==> src/rtl/qdec_pkg.sv <==
package qdec_pkg;

    localparam int PHASE_BITS = 2;
    localparam int TABLE_N    = 1 << (2 * PHASE_BITS);

    // phase pair packed as {A, B}
    typedef logic [PHASE_BITS-1:0] phase_t;

    typedef struct packed {
        logic   en;
        logic   up;
        logic   err;
        phase_t nxt;
    } step_t;

    // next pair in the counting-up order 00 -> 10 -> 11 -> 01 -> 00
    function automatic phase_t up_of(phase_t p);
        phase_t r;
        case (p)
            2'b00:   r = 2'b10;
            2'b10:   r = 2'b11;
            2'b11:   r = 2'b01;
            default: r = 2'b00;
        endcase
        return r;
    endfunction

    // one table entry: present tracked pair versus sampled pair
    function automatic step_t decode(phase_t cur, phase_t smp);
        step_t r;
        r.en  = 1'b0;
        r.up  = 1'b0;
        r.err = 1'b0;
        r.nxt = smp;
        case (cur ^ smp)
            2'b00: r.nxt = cur;
            2'b11: r.err = 1'b1;
            default: begin
                r.en = 1'b1;
                r.up = (smp == up_of(cur));
            end
        endcase
        return r;
    endfunction

endpackage

==> src/rtl/qdec_sync.sv <==
module qdec_sync #(
    parameter int WIDTH  = 3,
    parameter int STAGES = 2
) (
    input  logic             clk_i,
    input  logic             rst_i,
    input  logic [WIDTH-1:0] d_i,
    output logic [WIDTH-1:0] q_o
);

    logic [WIDTH-1:0] stage_q [STAGES];

    always_ff @(posedge clk_i) begin
        if (rst_i) begin
            for (int k = 0; k < STAGES; k++) stage_q[k] <= '0;
        end else begin
            stage_q[0] <= d_i;
            for (int k = 1; k < STAGES; k++) stage_q[k] <= stage_q[k-1];
        end
    end

    assign q_o = stage_q[STAGES-1];

endmodule

==> src/rtl/qdec_phase_engine.sv <==
module qdec_phase_engine
    import qdec_pkg::*;
#(
    parameter int SYNC_STAGES = 2
) (
    input  logic   clk_i,
    input  logic   rst_i,
    input  phase_t smp_i,
    output step_t  step_o,
    output logic   active_o
);

    // the synchroniser holds reset values for SYNC_STAGES edges;
    // keep loading the tracker until genuine samples have arrived
    localparam int WARM = SYNC_STAGES + 1;
    localparam int WW   = $clog2(WARM + 1);

    logic [WW-1:0] warm_q;
    phase_t        phase_q;
    step_t         lut [TABLE_N];
    step_t         hit;
    logic          active;

    for (genvar i = 0; i < TABLE_N; i++) begin : g_lut
        assign lut[i] = decode(phase_t'(i / 4), phase_t'(i % 4));
    end

    assign active   = (warm_q == WW'(WARM));
    assign hit      = lut[{phase_q, smp_i}];
    assign step_o   = active ? hit : '0;
    assign active_o = active;

    always_ff @(posedge clk_i) begin
        if (rst_i) begin
            warm_q  <= '0;
            phase_q <= '0;
        end else if (!active) begin
            warm_q  <= warm_q + WW'(1);
            phase_q <= smp_i;
        end else begin
            phase_q <= hit.nxt;
        end
    end


    hold_quiet_chk: assert property (@(posedge clk_i) disable iff (rst_i)
        (active && smp_i == phase_q) |-> (!step_o.en && !step_o.err));


    jump_relock_chk: assert property (@(posedge clk_i) disable iff (rst_i)
        (active && step_o.err) |=> (phase_q == $past(smp_i)));

endmodule

==> src/rtl/qdec_position.sv <==
module qdec_position #(
    parameter int W = 16
) (
    input  logic         clk_i,
    input  logic         rst_i,
    input  logic         en_i,
    input  logic         up_i,
    input  logic         clr_i,
    output logic [W-1:0] pos_o
);

    logic [W-1:0] pos_q;

    always_ff @(posedge clk_i) begin
        if (rst_i || clr_i) begin
            pos_q <= '0;
        end else if (en_i) begin
            pos_q <= up_i ? pos_q + W'(1) : pos_q - W'(1);
        end
    end

    assign pos_o = pos_q;


    pos_up_chk: assert property (@(posedge clk_i) disable iff (rst_i)
        (en_i && up_i && !clr_i) |=> (pos_q == $past(pos_q) + W'(1)));


    pos_down_chk: assert property (@(posedge clk_i) disable iff (rst_i)
        (en_i && !up_i && !clr_i) |=> (pos_q == $past(pos_q) - W'(1)));


    pos_clear_chk: assert property (@(posedge clk_i) disable iff (rst_i)
        clr_i |=> (pos_q == '0));


    pos_hold_chk: assert property (@(posedge clk_i) disable iff (rst_i)
        (!en_i && !clr_i) |=> $stable(pos_q));

endmodule

==> src/rtl/qdec_top.sv <==
module qdec_top
    import qdec_pkg::*;
#(
    parameter int POS_W       = 16,
    parameter int SYNC_STAGES = 2
) (
    input  logic                    clk_i,
    input  logic                    rst_i,
    input  logic                    enc_a_i,
    input  logic                    enc_b_i,
    input  logic                    enc_idx_i,
    input  logic                    err_clr_i,
    output logic signed [POS_W-1:0] pos_o,
    output logic                    err_o,
    output logic                    step_o,
    output logic                    dir_o
);

    logic [2:0]       raw;
    logic [2:0]       synced;
    phase_t           smp;
    step_t            step;
    logic             active;
    logic             idx_prev_q;
    logic             armed_q;
    logic             idx_clr;
    logic             err_q;
    logic             step_q;
    logic             dir_q;
    logic [POS_W-1:0] pos;

    assign raw = {enc_a_i, enc_b_i, enc_idx_i};

    qdec_sync #(
        .WIDTH (3),
        .STAGES(SYNC_STAGES)
    ) i_sync (
        .clk_i(clk_i),
        .rst_i(rst_i),
        .d_i  (raw),
        .q_o  (synced)
    );

    assign smp = synced[2:1];

    qdec_phase_engine #(
        .SYNC_STAGES(SYNC_STAGES)
    ) i_engine (
        .clk_i   (clk_i),
        .rst_i   (rst_i),
        .smp_i   (smp),
        .step_o  (step),
        .active_o(active)
    );

    assign idx_clr = active && armed_q && synced[0] && !idx_prev_q;

    qdec_position #(
        .W(POS_W)
    ) i_pos (
        .clk_i(clk_i),
        .rst_i(rst_i),
        .en_i (step.en),
        .up_i (step.up),
        .clr_i(idx_clr),
        .pos_o(pos)
    );

    always_ff @(posedge clk_i) begin
        if (rst_i) begin
            idx_prev_q <= 1'b0;
            armed_q    <= 1'b1;
            err_q      <= 1'b0;
            step_q     <= 1'b0;
            dir_q      <= 1'b0;
        end else begin
            idx_prev_q <= synced[0];
            if (idx_clr) armed_q <= 1'b0;
            if (step.err)       err_q <= 1'b1;
            else if (err_clr_i) err_q <= 1'b0;
            step_q <= step.en;
            if (step.en) dir_q <= step.up;
        end
    end

    assign pos_o  = pos;
    assign err_o  = err_q;
    assign step_o = step_q;
    assign dir_o  = dir_q;


    err_sticky_chk: assert property (@(posedge clk_i) disable iff (rst_i)
        (err_q && !err_clr_i) |=> err_q);


    err_clear_chk: assert property (@(posedge clk_i) disable iff (rst_i)
        (err_clr_i && !step.err) |=> !err_q);


    index_once_chk: assert property (@(posedge clk_i) disable iff (rst_i)
        !armed_q |=> !armed_q);


    err_no_step_chk: assert property (@(posedge clk_i) disable iff (rst_i)
        $rose(err_q) |-> !step_q);

endmodule

==> config.mk <==
export PLATFORM = sky130hd
export DESIGN_NAME = qdec_top
export DESIGN_NICKNAME = d
export VERILOG_FILES = /design/src/rtl/qdec_pkg.sv /design/src/rtl/qdec_sync.sv /design/src/rtl/qdec_phase_engine.sv /design/src/rtl/qdec_position.sv /design/src/rtl/qdec_top.sv
export SDC_FILE = /design/constraint.sdc
export NUM_CORES = 1
export LEC_CHECK = 0
export ABC_AREA = 1
export BUFFER_PORTS_ARGS = -buffer_cell sky130_fd_sc_hd__clkbuf_2
export CAP_MARGIN = 20
export CORE_ASPECT_RATIO = 0.7
export CORE_MARGIN = 1
export CORE_UTILIZATION = 55
export CTS_CLUSTER_DIAMETER = 80
export DETAILED_ROUTE_END_ITERATION = 12
export PLACE_DENSITY = 0.76
export SLEW_MARGIN = 10
export SYNTH_ARGS = -nofsm -noshare
export SYNTH_HDL_FRONTEND = slang
export SYNTH_SLANG_ARGS = --single-unit
==> constraint.sdc <==
create_clock -name clk_i -period 3.3 [get_ports clk_i]
set_input_delay 0.165 -clock clk_i [delete_from_list [all_inputs] [get_ports clk_i]]
set_output_delay 0.165 -clock clk_i [all_outputs]
set_load 0.005 [all_outputs]
# After elaboration in Yosys (flattened, before gate mapping)
# Memory sizes are Yosys's and may differ from the RTL's.
# Cells that the tools add are included.
dict set report word_totals {
  ff_bits 25
  mem_count 2
  elab_cells 36
  ram_bits 6
  output_inout_bits 19
  inputBits 6
  romBits 80
}
dict set report classes {
  n_addsub 3
  n_mux 12
  n_reduce_logical 6
  n_eq_ne 1
  n_lt_le_gt_ge 1
  n_bitwise 3
}
# name depth width read_ports rd_ports_with_merged_regs wr line_no
set mem_list {}
lappend mem_list {{(name not given)} 16 5 1 0 0 qdec_phase_engine.sv:29} ;# assign hit = lut[{phase_q, smp_i}];
lappend mem_list {i_sync.stage_q 2 3 2 0 2 qdec_sync.sv:11} ;# logic [WIDTH-1:0] stage_q [STAGES];
# operator count
set op_table {}
lappend op_table {{adder 16 x 1 -> 16 bit, second input constant} 1}
lappend op_table {{two-way mux 16 bit} 1}
lappend op_table {{subtractor 16 x 1 -> 16 bit, second input constant} 1}
lappend op_table {{two-way mux 5 bit} 3}
lappend op_table {{two-way mux 3 bit} 2}
lappend op_table {{>= comparator 5 bit, second input constant} 1}
lappend op_table {{two-way mux 1 bit} 5}
lappend op_table {{inverter 4 -> 5 bit} 1}
lappend op_table {{logical AND 1 bit} 3}
lappend op_table {{adder 2 x 1 -> 2 bit, second input constant} 1}
lappend op_table {{equality test 2 bit, second input constant} 1}
lappend op_table {{two-way mux 2 bit} 1}
lappend op_table {{bitwise OR 1 bit} 2}
lappend op_table {{nonzero test 2 bit} 1}
lappend op_table {{zero test 1 bit} 1}
lappend op_table {{logical OR 1 bit} 1}

# Longest topological paths before layout
# An unclocked memory read counts as a cell.
dict set report logic_depth {
  depth_word 7
  mapped_depth 17
  mapped_depth_nobuf 17
}

# By module
# Synthesis repeated with hierarchy kept, for this count alone.
dict set report unflattened {
  hier_cells 371
  area_unflattened_um2 2278.4
}
# module cells_per_inst seq_area_each_um2 n_inst area_per_inst_um2
set modules_own_cells {}
lappend modules_own_cells {qdec_position 276 320.3 1 1596.5}
lappend modules_own_cells {qdec_phase_engine 53 80.1 1 326.6}
lappend modules_own_cells {qdec_sync 21 120.1 1 187.7}
lappend modules_own_cells {qdec_top 21 100.1 1 167.7}

# Worst setup path after synthesis
# OpenSTA, ideal clock, no wires.
dict set report synth_timing {
  path_kind {register -> register}
  from {mem i_sync.stage_q[1][2], in the netlist i_sync.stage_q[0][5]}
  to {reg i_pos.pos_q[15], in the netlist i_pos.pos_o[15]}
  arrival_ns 2.336
  slack_ns 0.850
  synth_period_minus_slack_ns 2.450
  setup_ns 0.115
  path_stages_with_launch 16
  path_cell_list {dfxtp_1 inv_1 ha_1 nand2_1 nand3_1 nand3_1 ha_1 or2_2 nand3_1 nand2_1 nand2_1 nand2_1 nand2_1 nand2_1 nor2_1 nor2_1}
}
# element line_no
set synth_rtl {}
lappend synth_rtl {{from (decl)} qdec_sync.sv:11}
lappend synth_rtl {{to (signal assigned)} qdec_position.sv:18} ;# pos_q <= up_i ? pos_q + W'(1) : pos_q - W'(1);
lappend synth_rtl {{to (decl)} qdec_position.sv:12} ;# logic [W-1:0] pos_q;

==> results.toml <==
[outcome]
status = "completed"

[cts]
clk_pin_slew_worst_paths_ns = 0.07
clkLatencyLatePin_ns = 0.28
clockBufferDepth = 2
h-tree-depth = 2
cts_resized = 0
cts_root_buf = "clkbuf_8"
cts_hold_buf = 0
cts_num_sinks = 31
numCtsBuffers = 5
cts_tree = "built"
cts_setup_buffers = 0

[setup_path]
crit_path_end_kind = "flip-flop"
cp_cell_sequence = "inv_1 > ha_1 > nand2_1 > nand3_1 > nand3_1 > buf_4 > inv_1 > fa_1 > inv_1 > nand4_1 > nand2_1 > inv_1 > or2_2 > nand3_1 > nand2_1 > inv_1"
critPathMaxStageDelay_ns = 0.41
crit_type = "reg -> reg"
rrSetupSlack_ns = 0.78
path_common_cell = "inv_1"
cp_top_family = "simple AND/OR/NAND/NOR gates"
worstPathMaxFanout = 18
worstPathRequired_ns = 3.54
worst_path_max_delay_cell = "fa_1"
cp.arrival_ns = 2.76
crit_path_start_kind = "flip-flop"
r2r-end = "i_pos.pos_o[6]$_SDFFE_PP0P_"
crit_buf_inv = 6
rr_worst_depth = 16
r2r_start = "i_sync.stage_q[0][4]$_SDFF_PP0_"

[power]
p_int_mw = 0.7306
switchingPower_mw = 0.4007
p_sw_frac = 0.3542
total_leakage_power_nw = 1.370
power.density_nw_per_um2 = 474.6
vdd_ir_drop_max_v = 0.0002494
p_clk_frac = 0.299
seqPwrFrac = 0.369
power_frac_comb = 0.332

[sta]
timing.fmax_mhz = 396.8
rsz0062_at_grt = "no"
tightest_slew_ns = 0.7687
setup_viol = 0
fin_crit_sh = 0.7637
finalHoldViolCount = 0
relSlewSlack = 0.4863
finalCriticalPeriod_ns = 2.520
slew_violations = 0
fin_skew_ns = 0.003736
whs_ns = 0.06641
fin_setup_tns_ns = 0

[drt]
ant_nets = 0
drc = 0
routed-via-count = 1974
wl_per_cell_um = 10.96
initialDrtViolationCount = 146
vias_per_cell = 4.838
dr.pass1.iters = 4
routed_wl_um = 4472

[yosys]
synth_seq_cells = 31
synth_cells = 331
synth_area_um2 = 2137
yosysSeqAreaShare = 0.2904
syn_nets = 358
synth_area_per_cell_um2 = 6.456
yosysTopAreaCell = "dfxtp_1"
synthTopCellsByArea = "dfxtp_1, nand2_1, inv_1"
synth_top_area_frac = 0.2904
yosys_warnings = 0
ys_types = 24

[finish]
nets = 384
area_delta_synth_final_pct = 11.53
drive_gt1_frac = 0.1145
n_fill_cell = 342
diodes = 0

[grt]
grt_antenna_before_repair = 0
grt_overflow = 0
grt_usage = 0.2398
grt_pass1_vias = 1644
grt_pass1_wl_um = 7624
grt_max_degree = 35

[worst_hold_path]
hold_path_depth = 3
min_path_type = "in -> reg"
worstHoldStart = "enc_a_i"
min_to = "i_sync.stage_q[0][2]$_SDFF_PP0_"

[floorplan]
initial_core_util = 0.5894
rows = 18
core_area_um2 = 3626
boundaryPins = 25
die_h_um = 54.15
fp.dieArea_um2 = 4143
fp.dieW_um = 76.51

[placement]
place_hpwl_um = 3290
portBuffers = 24
gp_congestion = 0.8810

[job]
max_cap_violations = 0
-- cell usage in the layout (no fill, tap or decap), types with 3 or more instances in the layout --
cell / count
nand2_1: 98
inv_1: 67
dfxtp_1: 31
nand3_1: 29
nor2_1: 25
clkbuf_2: 24
ha_1: 20
a21oi_1: 16
o21a_1: 10
clkbuf_8: 7
o21ai_1: 6
or2_2: 5
xor2_1: 3
nand4_1: 3
-- stage by stage --
stage / util / std cells / cell area, um2 / total power, mW / setup WS [ns]
4_1_cts: 0.6574 / 408 / 2384 / 1.131 / 0.7928
2_1_floorplan: - / 331 / 2137 / 0.7178 / 0.8499
3_5_place_dp: 0.6287 / 400 / 2280 / 0.7926 / 0.8177
5_1_grt: 0.6574 / 408 / 2384 / 1.226 / 0.5131
3_3_place_gp: 0.6287 / 400 / 2280 / 0.7860 / 0.8684
6_report: 0.6574 / 408 / 2384 / 1.131 / 0.7799
-- cells in the mapped netlist --
cell type / instances
a21oi_1: 16
a21oi_2: 1
and2_1: 2
buf_2: 2
buf_6: 3
clkbuf_1: 1
dfxtp_1: 31
fa_1: 1
ha_1: 20
inv_1: 67
nand2_1: 98
nand2_2: 1
nand3_1: 29
nand3b_1: 1
nand4_1: 3
nor2_1: 25
nor2_4: 1
nor3_1: 2
o21a_1: 10
o21ai_0: 1
o21ai_1: 6
or2_2: 5
xnor2_1: 2
xor2_1: 3
-- metal layers --
layer | routed length [um] | track usage | vias up
met3 | 327 | 0.05085 | 5
met1 | 2396 | 0.3510 | 844
li1 | - | - | 1068
met4 | 32 | 0.06731 | 0
met2 | 1715 | 0.3529 | 57
met5 | 0 | 0 | -
-- cell type report --
type,count,area (um2),area share
multi-input combinational,227,1217,0.5108
tap,50,62.56,0.02625
timing repair buffer,25,127.6,0.05354
inverter,67,251.5,0.1055
clock inverter,1,7.507,0.003150
clock buffer,7,96.34,0.04042
sequential,31,620.6,0.2604
-- power groups by stage --
| stage | combinational, mW | sequential, mW | clock, mW |
|---|---|---|---|
| floorplan | 0.295 | 0.423 | 0 |
| finish | 0.376 | 0.417 | 0.338 |
| detailed placement | 0.368 | 0.425 | 0 |
| CTS | 0.372 | 0.417 | 0.341 |
| global route | 0.439 | 0.422 | 0.365 |
| global placement | 0.362 | 0.424 | 0 |
-- state kept, by name, indices dropped and copies added (netlist names) --
signal,flops
armed_q,1
dir_o,1
err_o,1
i_engine.phase_q,2
i_engine.warm_q,2
i_pos.pos_o,16
i_sync.stage_q,6
idx_prev_q,1
step_o,1
-- worst reg2reg max path: cells and delay by family, from the launching register on --
kind / cells / cell delay (ns)
AND/OR/NAND/NOR: 8 / 0.89
adder cells (fa/ha/maj): 2 / 0.60
buffers and inverters: 6 / 0.62
flip-flops: 1 / 0.36
-- how the worst max path moves through the flow --
stage / startpoint / to / slack, ns / depth (start not counted)
floorplan: i_sync.stage_q[0][5]$_SDFF_PP0_ / i_pos.pos_o[15]$_SDFFE_PP0P_ / 0.85 / 15
global placement: i_sync.stage_q[0][4]$_SDFF_PP0_ / i_pos.pos_o[15]$_SDFFE_PP0P_ / 0.87 / 16
detailed placement: i_sync.stage_q[0][5]$_SDFF_PP0_ / i_pos.pos_o[6]$_SDFFE_PP0P_ / 0.82 / 16
CTS: i_sync.stage_q[0][5]$_SDFF_PP0_ / i_pos.pos_o[6]$_SDFFE_PP0P_ / 0.79 / 16
global route: i_sync.stage_q[0][4]$_SDFF_PP0_ / i_pos.pos_o[15]$_SDFFE_PP0P_ / 0.51 / 16
finish: i_sync.stage_q[0][4]$_SDFF_PP0_ / i_pos.pos_o[6]$_SDFFE_PP0P_ / 0.78 / 16
-- kinds of logic (layout without fill, tap and decap cells) --
kind of cell	Yosys count	count (layout)	share of synthesized area
and+or+nand+nor	167	167	0.3296
buffers and inverters	73	100	0.1399
AOI/OAI and AO/OA	34	34	0.09309
DFF	31	31	0.2904
adders and majority gates	21	21	0.1265
xor gates and xnor gates	5	5	0.02050
No activity file was read; power rests on OpenSTA's default activity.
